--- config.mk ---
export PLATFORM = sky130hd
export DESIGN_NAME = eth_tx_err_status
export DESIGN_NICKNAME = d
export VERILOG_FILES = /design/src/rtl/eth_txerr_pkg.sv /design/src/rtl/txe_win_cnt.sv /design/src/rtl/txe_csl_track.sv /design/src/rtl/eth_tx_err_status.sv
export SDC_FILE = /design/constraint.sdc
export NUM_CORES = 1
export LEC_CHECK = 0
export BUFFER_PORTS_ARGS = -buffer_cell sky130_fd_sc_hd__buf_2
export CORE_UTILIZATION = 40
export CTS_BUF_LIST = sky130_fd_sc_hd__clkbuf_8
export CTS_CLUSTER_DIAMETER = 50
export DETAILED_ROUTE_END_ITERATION = 10
export PLACE_DENSITY_LB_ADDON = 0.1
export SETUP_SLACK_MARGIN = 0.2
export SLEW_MARGIN = 30
export SYNTH_ARGS = -nofsm -noshare
export SYNTH_HDL_FRONTEND = slang
export SYNTH_SLANG_ARGS = --single-unit
--- constraint.sdc ---
create_clock -name clk -period 2.22 [get_ports clk]
set_clock_uncertainty 0.1 [all_clocks]
set_input_delay 0.555 -clock clk [delete_from_list [all_inputs] [get_ports clk]]
set_output_delay 0.555 -clock clk [all_outputs]
set_load 0.005 [all_outputs]
--- src/rtl/eth_txerr_pkg.sv ---
package eth_txerr_pkg;

  typedef enum logic [1:0] {
    ST_IDLE = 2'd0,
    ST_SEND = 2'd1,
    ST_JAM  = 2'd2,
    ST_HBW  = 2'd3
  } txe_state_e;

  typedef struct packed {
    logic un;
    logic csl;
    logic rl;
    logic lc;
    logic hb;
  } txe_status_t;

endpackage

--- src/rtl/txe_win_cnt.sv ---
// Up counter for a fixed window; flags its last step.
module txe_win_cnt #(
  parameter int LEN = 20
) (
  input  logic clk,
  input  logic rst_n,
  input  logic clr,
  input  logic en,
  output logic last
);
  localparam int W = (LEN > 1) ? $clog2(LEN) : 1;
  localparam logic [W-1:0] LAST_V = W'(LEN - 1);

  logic [W-1:0] cnt_q, cnt_d;

  assign last = (cnt_q == LAST_V);

  always_comb begin
    cnt_d = cnt_q;
    if (clr)                cnt_d = '0;
    else if (en && !last)   cnt_d = cnt_q + W'(1);
  end

  always_ff @(posedge clk or negedge rst_n) begin
    if (!rst_n) cnt_q <= '0;
    else        cnt_q <= cnt_d;
  end

  // windows rely on the count never passing its last step
  p_cnt_range_r8: assert property (@(posedge clk) disable iff (!rst_n)
    cnt_q <= LAST_V);

endmodule

--- src/rtl/txe_csl_track.sv ---
// Tracks carrier loss and in-frame collisions for the current frame.
module txe_csl_track (
  input  logic clk,
  input  logic rst_n,
  input  logic clr,
  input  logic sample,
  input  logic carrier_sense,
  input  logic collision,
  input  logic full_duplex,
  output logic csl_now
);
  logic lost_q, lost_d;
  logic coll_q, coll_d;
  logic lost_hit, coll_hit;

  assign lost_hit = sample && !carrier_sense && !full_duplex;
  assign coll_hit = sample && collision;
  assign csl_now  = (lost_q || lost_hit) && !(coll_q || coll_hit);

  always_comb begin
    lost_d = lost_q;
    coll_d = coll_q;
    if (clr) begin
      lost_d = 1'b0;
      coll_d = 1'b0;
    end else begin
      if (lost_hit) lost_d = 1'b1;
      if (coll_hit) coll_d = 1'b1;
    end
  end

  always_ff @(posedge clk or negedge rst_n) begin
    if (!rst_n) begin
      lost_q <= 1'b0;
      coll_q <= 1'b0;
    end else begin
      lost_q <= lost_d;
      coll_q <= coll_d;
    end
  end

  // a carrier loss is never recorded in full duplex
  p_no_loss_fd_r3: assert property (@(posedge clk) disable iff (!rst_n)
    $rose(lost_q) |-> $past(!full_duplex && sample));

endmodule

--- src/rtl/eth_tx_err_status.sv ---
module eth_tx_err_status
  import eth_txerr_pkg::*;
#(
  parameter int JAM_BITS        = 32,
  parameter int TX_BITS_PER_CLK = 4,
  parameter int HB_WINDOW       = 20
) (
  input  logic clk,
  input  logic rst_n,
  input  logic frame_start,
  input  logic frame_end,
  input  logic fifo_underrun,
  input  logic carrier_sense,
  input  logic collision,
  input  logic retry_limit,
  input  logic late_coll,
  input  logic full_duplex,
  input  logic hb_check_en,
  input  logic hb_irq_en,
  output logic force_bad_crc,
  output logic stop_tx,
  output logic flush_bufs,
  output logic skip_next,
  output logic status_valid,
  output logic st_un,
  output logic st_csl,
  output logic st_rl,
  output logic st_lc,
  output logic st_hb,
  output logic hb_irq
);
  localparam int JAM_CYC = JAM_BITS / TX_BITS_PER_CLK;

  txe_state_e  st_q, st_d;
  txe_status_t stat_q, stat_d;
  logic sv_q, sv_d, stop_q, stop_d, irq_q, irq_d;
  logic jam_clr, jam_en, jam_last;
  logic hb_clr, hb_en, hb_last;
  logic trk_clr, csl_now;

  txe_win_cnt #(.LEN(JAM_CYC)) u_jam_cnt (
    .clk(clk), .rst_n(rst_n), .clr(jam_clr), .en(jam_en), .last(jam_last)
  );

  txe_win_cnt #(.LEN(HB_WINDOW)) u_hb_cnt (
    .clk(clk), .rst_n(rst_n), .clr(hb_clr), .en(hb_en), .last(hb_last)
  );

  txe_csl_track u_csl (
    .clk(clk), .rst_n(rst_n), .clr(trk_clr), .sample(st_q == ST_SEND),
    .carrier_sense(carrier_sense), .collision(collision),
    .full_duplex(full_duplex), .csl_now(csl_now)
  );

  // next-state logic
  always_comb begin
    st_d    = st_q;
    stat_d  = stat_q;
    sv_d    = 1'b0;
    stop_d  = 1'b0;
    irq_d   = 1'b0;
    jam_clr = 1'b0;
    jam_en  = 1'b0;
    hb_clr  = 1'b0;
    hb_en   = 1'b0;
    trk_clr = 1'b0;
    unique case (st_q)
      ST_IDLE: begin
        if (frame_start) begin
          st_d    = ST_SEND;
          stat_d  = '0;
          trk_clr = 1'b1;
        end
      end
      ST_SEND: begin
        if (fifo_underrun) begin
          st_d      = ST_JAM;
          stat_d.un = 1'b1;
          jam_clr   = 1'b1;
        end else if (retry_limit) begin
          st_d      = ST_IDLE;
          stat_d.rl = 1'b1;
          sv_d      = 1'b1;
          stop_d    = 1'b1;
        end else if (late_coll) begin
          st_d      = ST_IDLE;
          stat_d.lc = 1'b1;
          sv_d      = 1'b1;
          stop_d    = 1'b1;
        end else if (frame_end) begin
          stat_d.csl = csl_now;
          if (hb_check_en) begin
            st_d   = ST_HBW;
            hb_clr = 1'b1;
          end else begin
            st_d = ST_IDLE;
            sv_d = 1'b1;
          end
        end
      end
      ST_JAM: begin
        jam_en = 1'b1;
        if (jam_last) begin
          st_d   = ST_IDLE;
          sv_d   = 1'b1;
          stop_d = 1'b1;
        end
      end
      ST_HBW: begin
        hb_en = 1'b1;
        if (collision) begin
          st_d = ST_IDLE;
          sv_d = 1'b1;
        end else if (hb_last) begin
          st_d      = ST_IDLE;
          stat_d.hb = 1'b1;
          sv_d      = 1'b1;
          irq_d     = hb_irq_en;
        end
      end
      default: st_d = ST_IDLE;
    endcase
  end

  // registers
  always_ff @(posedge clk or negedge rst_n) begin
    if (!rst_n) begin
      st_q   <= ST_IDLE;
      stat_q <= '0;
      sv_q   <= 1'b0;
      stop_q <= 1'b0;
      irq_q  <= 1'b0;
    end else begin
      st_q   <= st_d;
      stat_q <= stat_d;
      sv_q   <= sv_d;
      stop_q <= stop_d;
      irq_q  <= irq_d;
    end
  end

  assign force_bad_crc = (st_q == ST_JAM);
  assign stop_tx       = stop_q;
  assign flush_bufs    = stop_q;
  assign skip_next     = stop_q;
  assign status_valid  = sv_q;
  assign st_un         = stat_q.un;
  assign st_csl        = stat_q.csl;
  assign st_rl         = stat_q.rl;
  assign st_lc         = stat_q.lc;
  assign st_hb         = stat_q.hb;
  assign hb_irq        = irq_q;

  // the corrupting tail ends exactly when the underrun status closes
  p_jam_exit_r1: assert property (@(posedge clk) disable iff (!rst_n)
    $fell(force_bad_crc) |-> (status_valid && st_un && stop_tx));

  // an aborted frame carries one abort cause and no CSL or HB
  p_abort_excl_r10: assert property (@(posedge clk) disable iff (!rst_n)
    (status_valid && (st_un || st_rl || st_lc)) |->
      ($onehot({st_un, st_rl, st_lc}) && !st_csl && !st_hb));

  // the interrupt appears only with a closing heartbeat error
  p_hb_irq_r8: assert property (@(posedge clk) disable iff (!rst_n)
    hb_irq |-> (status_valid && st_hb));

  // an accepted start leaves all status bits cleared
  p_start_clear_r12: assert property (@(posedge clk) disable iff (!rst_n)
    (st_q == ST_IDLE && frame_start) |=> !(st_un || st_csl || st_rl || st_lc || st_hb));

  // the valid strobe lasts one cycle
  p_valid_pulse_r12: assert property (@(posedge clk) disable iff (!rst_n)
    status_valid |=> !status_valid);

endmodule

==> implementation parameters <==
Parameter                              Value

Synth
  Syn nets ... 131
  Share of the synthesized area in the top cell type ... 45.1%
  Avg Synthesized Cell Area ... 9.91 sq um
  Mapped Cells ... 112
  Async set-reset flop share out of synthesis ... 100%
  Main area contributors after synthesis ... dfrtp_1 (45%), ha_1 (7.9%), a21oi_1 (6.8%), nor2_1 (5.1%), mux2i_1 (4.5%)
  Number of warnings reported in the yosys synthesis log ... 0
  Area of the mapped netlist ... 1110 sq um
  Prevailing post-synth register cell ... dfrtp_1
  Library cells used by synthesis ... 33
  Post-synthesis cell type with the largest combined area ... dfrtp_1
  Number of synthesized flops with an enable pin ... 0
  Post-synthesis sequential element count ... 20
  Sequential-to-total area share from yosys stat ... 45.1%

Routing
  Post-route DRC violation count ... 0
  Number of nets still failing antenna checks after routing ... 0
  Wire length reported by the detailed router ... 2.20 mm
  Total number of vias ... 841
  Routed wire length per instance ... 13.4 um
  Average via count per standard cell ... 5.13
  First-pass iteration count of the detailed router ... 4
  Initial detailed-routing violation count ... 15

Job
  Number of max-capacitance violations reported ... 0

GRT
  Tot GR Track Use ... 17.4%
  Pin count of the biggest net entering global routing ... 21
  First-pass GRT wire length ... 3.59 mm
  GR Overflow Total ... 0
  Initial antenna violation count ... 0
  Vias in the first global route ... 797

CTS
  Insertion delay of the later-clocked pin in the worst-skew pair ... 260 ps
  Clock slew at the register clock pins of the worst setup and hold paths ... 80 ps
  Hold-fix buffers at CTS ... 0
  CTS tree ... done
  Clock buffers created by TritonCTS ... 3
  Clock Path Buffers ... 2
  Post_cts resized ... 0
  Clock sink count ... 20
  Clock H-tree levels ... 1
  Setup fix buffers added after clock tree synthesis ... 0
  Clk Tree Root Cell ... clkbuf_8

Power and ir drop
  Cell internal power dissipation ... 941 uW
  Switching power summed over all nets ... 566 uW
  Leakage dissipation ... 0.000660 uW
  Relative contribution of sequential cells to total power ... 40.2%
  Pwr dens ... 1170 nW/um^2
  Share of total power in the clock network ... 18.5%
  Share of power burned in combinational logic ... 41.3%
  Maximum resistive drop on vdd ... 614 uV
  Net switching fraction of the power ... 37.6%

Final layout
  Number of nets in the final layout ... 154
  Filler-free cell count of the finished design ... 164
  Antenna fix cells ... 0
  Most frequent standard cell in the layout excluding fill and tap cells ... buf_2
  Layout overhead on the synthesized area ... 15.9%
  Fraction of the core area covered by cells at the end of the flow ... 50.5%
  Commonest cells after routing, fill and taps aside ... buf_2 (22), dfrtp_1 (20), nor2_1 (15), a21oi_1 (15), ha_1 (7)
  Fraction of final layout cells sized beyond drive strength 1 ... 22.4%

Status
  Run status ... completed

STA
  Final min period ... 1870 ps
  Aggregate negative setup slack ... 0 ps
  Share of the cycle needed by the critical path after routing ... 84.1%
  Max Slew Vio Count ... 0
  Slew HR ... 67.0%
  Transition time of the tightest slew-check pin ... 488 ps
  Max frequency ... 536 MHz
  Worst hold margin ... 134 ps
  Unrepaired setup endpoints after global routing ... false
  Final setup violating endpoints ... 0
  Hold Violations, Final ... 0

Floorplanning
  I/O pins ... 23
  Initial core utilization ... 43.6%
  Number of rows in the core area ... 18
  Total die area ... 2990 sq um
  Core area ... 2540 sq um
  DIE HEIGHT ... 54.7 um
  Die Wd ... 54.7 um

Worst setup path
  Category of the critical setup timing path ... reg -> reg
  Max FO, Critical Path ... 4
  Critical path launch point type ... flop
  Data required time of the worst path ... 2260 ps
  Crit path DAT ... 1910 ps
  Endpoint type of the worst setup path ... flop

Placement
  Inst Count DP ... 160
  HPWL after DPL ... 1.66 mm
  Quantity of I/O buffers inserted on ports ... 22
  Gp weighted congestion ... 0.763

Worst hold path
  Path type of the worst min-delay path ... in -> async
## kinds of logic after synthesis
family	Yosys count	share of synthesized area, %
AOI/OAI and AO/OA	27	14.4
xor gates and xnor gates	4	3.16
adders and majority gates	7	7.89
buffers and inverters	10	4.74
DFF	20	45.1
muxes	6	5.52
and+or+nand+nor	38	19.2
## cell type report
type,instances,area [sq um]
clock buffer,4,55.1
sequential,20,500
fill,236,1260
inverter,5,18.8
tap,30,37.5
multi-input combinational,82,557
timing repair buffer,23,118
## layer usage
layer / vias up / wire [um] / GRT usage [%]
li1: 436 / - / -
met2: 19 / 971 / 26.7
met1: 384 / 1110 / 23.2
met3: 2 / 99 / 3.61
met4: 0 / 10 / 7.69
met5: - / 0 / 0
## cell usage after synthesis, types with 2 or more instances
cell type,instances
buf_4,2
a21boi_0,2
nand2b_1,3
dfrtp_1,20
mux2i_1,5
nor2b_1,2
o21ai_0,4
xor2_1,4
nand4_1,2
clkbuf_1,2
inv_1,5
a21oi_1,15
ha_1,7
nand3_1,2
nor2_1,15
nand2_1,5
## worst paths after layout
check                                  start                 end  slack [ps]  cells past startpoint
max in group asynchronous              rst_n  u_jam_cnt.cnt_q[2]        1580                      1
min in group clk                   hb_irq_en              hb_irq         400                      2
worst min-delay path                   rst_n        u_csl.coll_q         130                      1
worst max-delay path                 st_q[0]             st_q[0]         350                      6
worst min register to register  u_csl.coll_q        u_csl.coll_q         430                      2
worst max register to register       st_q[0]             st_q[0]         350                      6
## state kept, by name (all words and copies together) (netlist names)
name / flops
u_csl.coll_q: 1
u_hb_cnt.cnt_q: 5
hb_irq: 1
status_valid: 1
st_hb: 1
st_lc: 1
st_rl: 1
st_q: 2
flush_bufs: 1
u_csl.lost_q: 1
st_un: 1
u_jam_cnt.cnt_q: 3
st_csl: 1
## worst max-delay path, stage by stage, from the launching register on
cell      delay, ps
dfrtp_1         390
inv_1            90
ha_1            250
or2b_1          270
nand2_1          90
a211oi_2        210
mux2_1          350
## per-stage QoR
| stage | worst slack (ps) | instance area [sq um] | total power [uW] |
|---|---|---|---|
| 2_1_floorplan | 484 | 1110 | 1050 |
| 3_3_place_gp | 358 | 1230 | 1230 |
| 3_5_place_dp | 354 | 1230 | 1240 |
| 4_1_cts | 337 | 1290 | 1530 |
| 5_1_grt | 251 | 1290 | 1650 |
| 6_report | 354 | 1290 | 1510 |
## power groups by stage
stage | logic, uW | registers [uW] | clock network (uW)
after floorplan | 454 | 600 | 0
after global placement | 619 | 607 | 0
after detailed placement | 622 | 615 | 0
after CTS | 628 | 606 | 292
after global routing | 718 | 624 | 306
final | 623 | 606 | 279
Power figures use the tool's default switching activity.
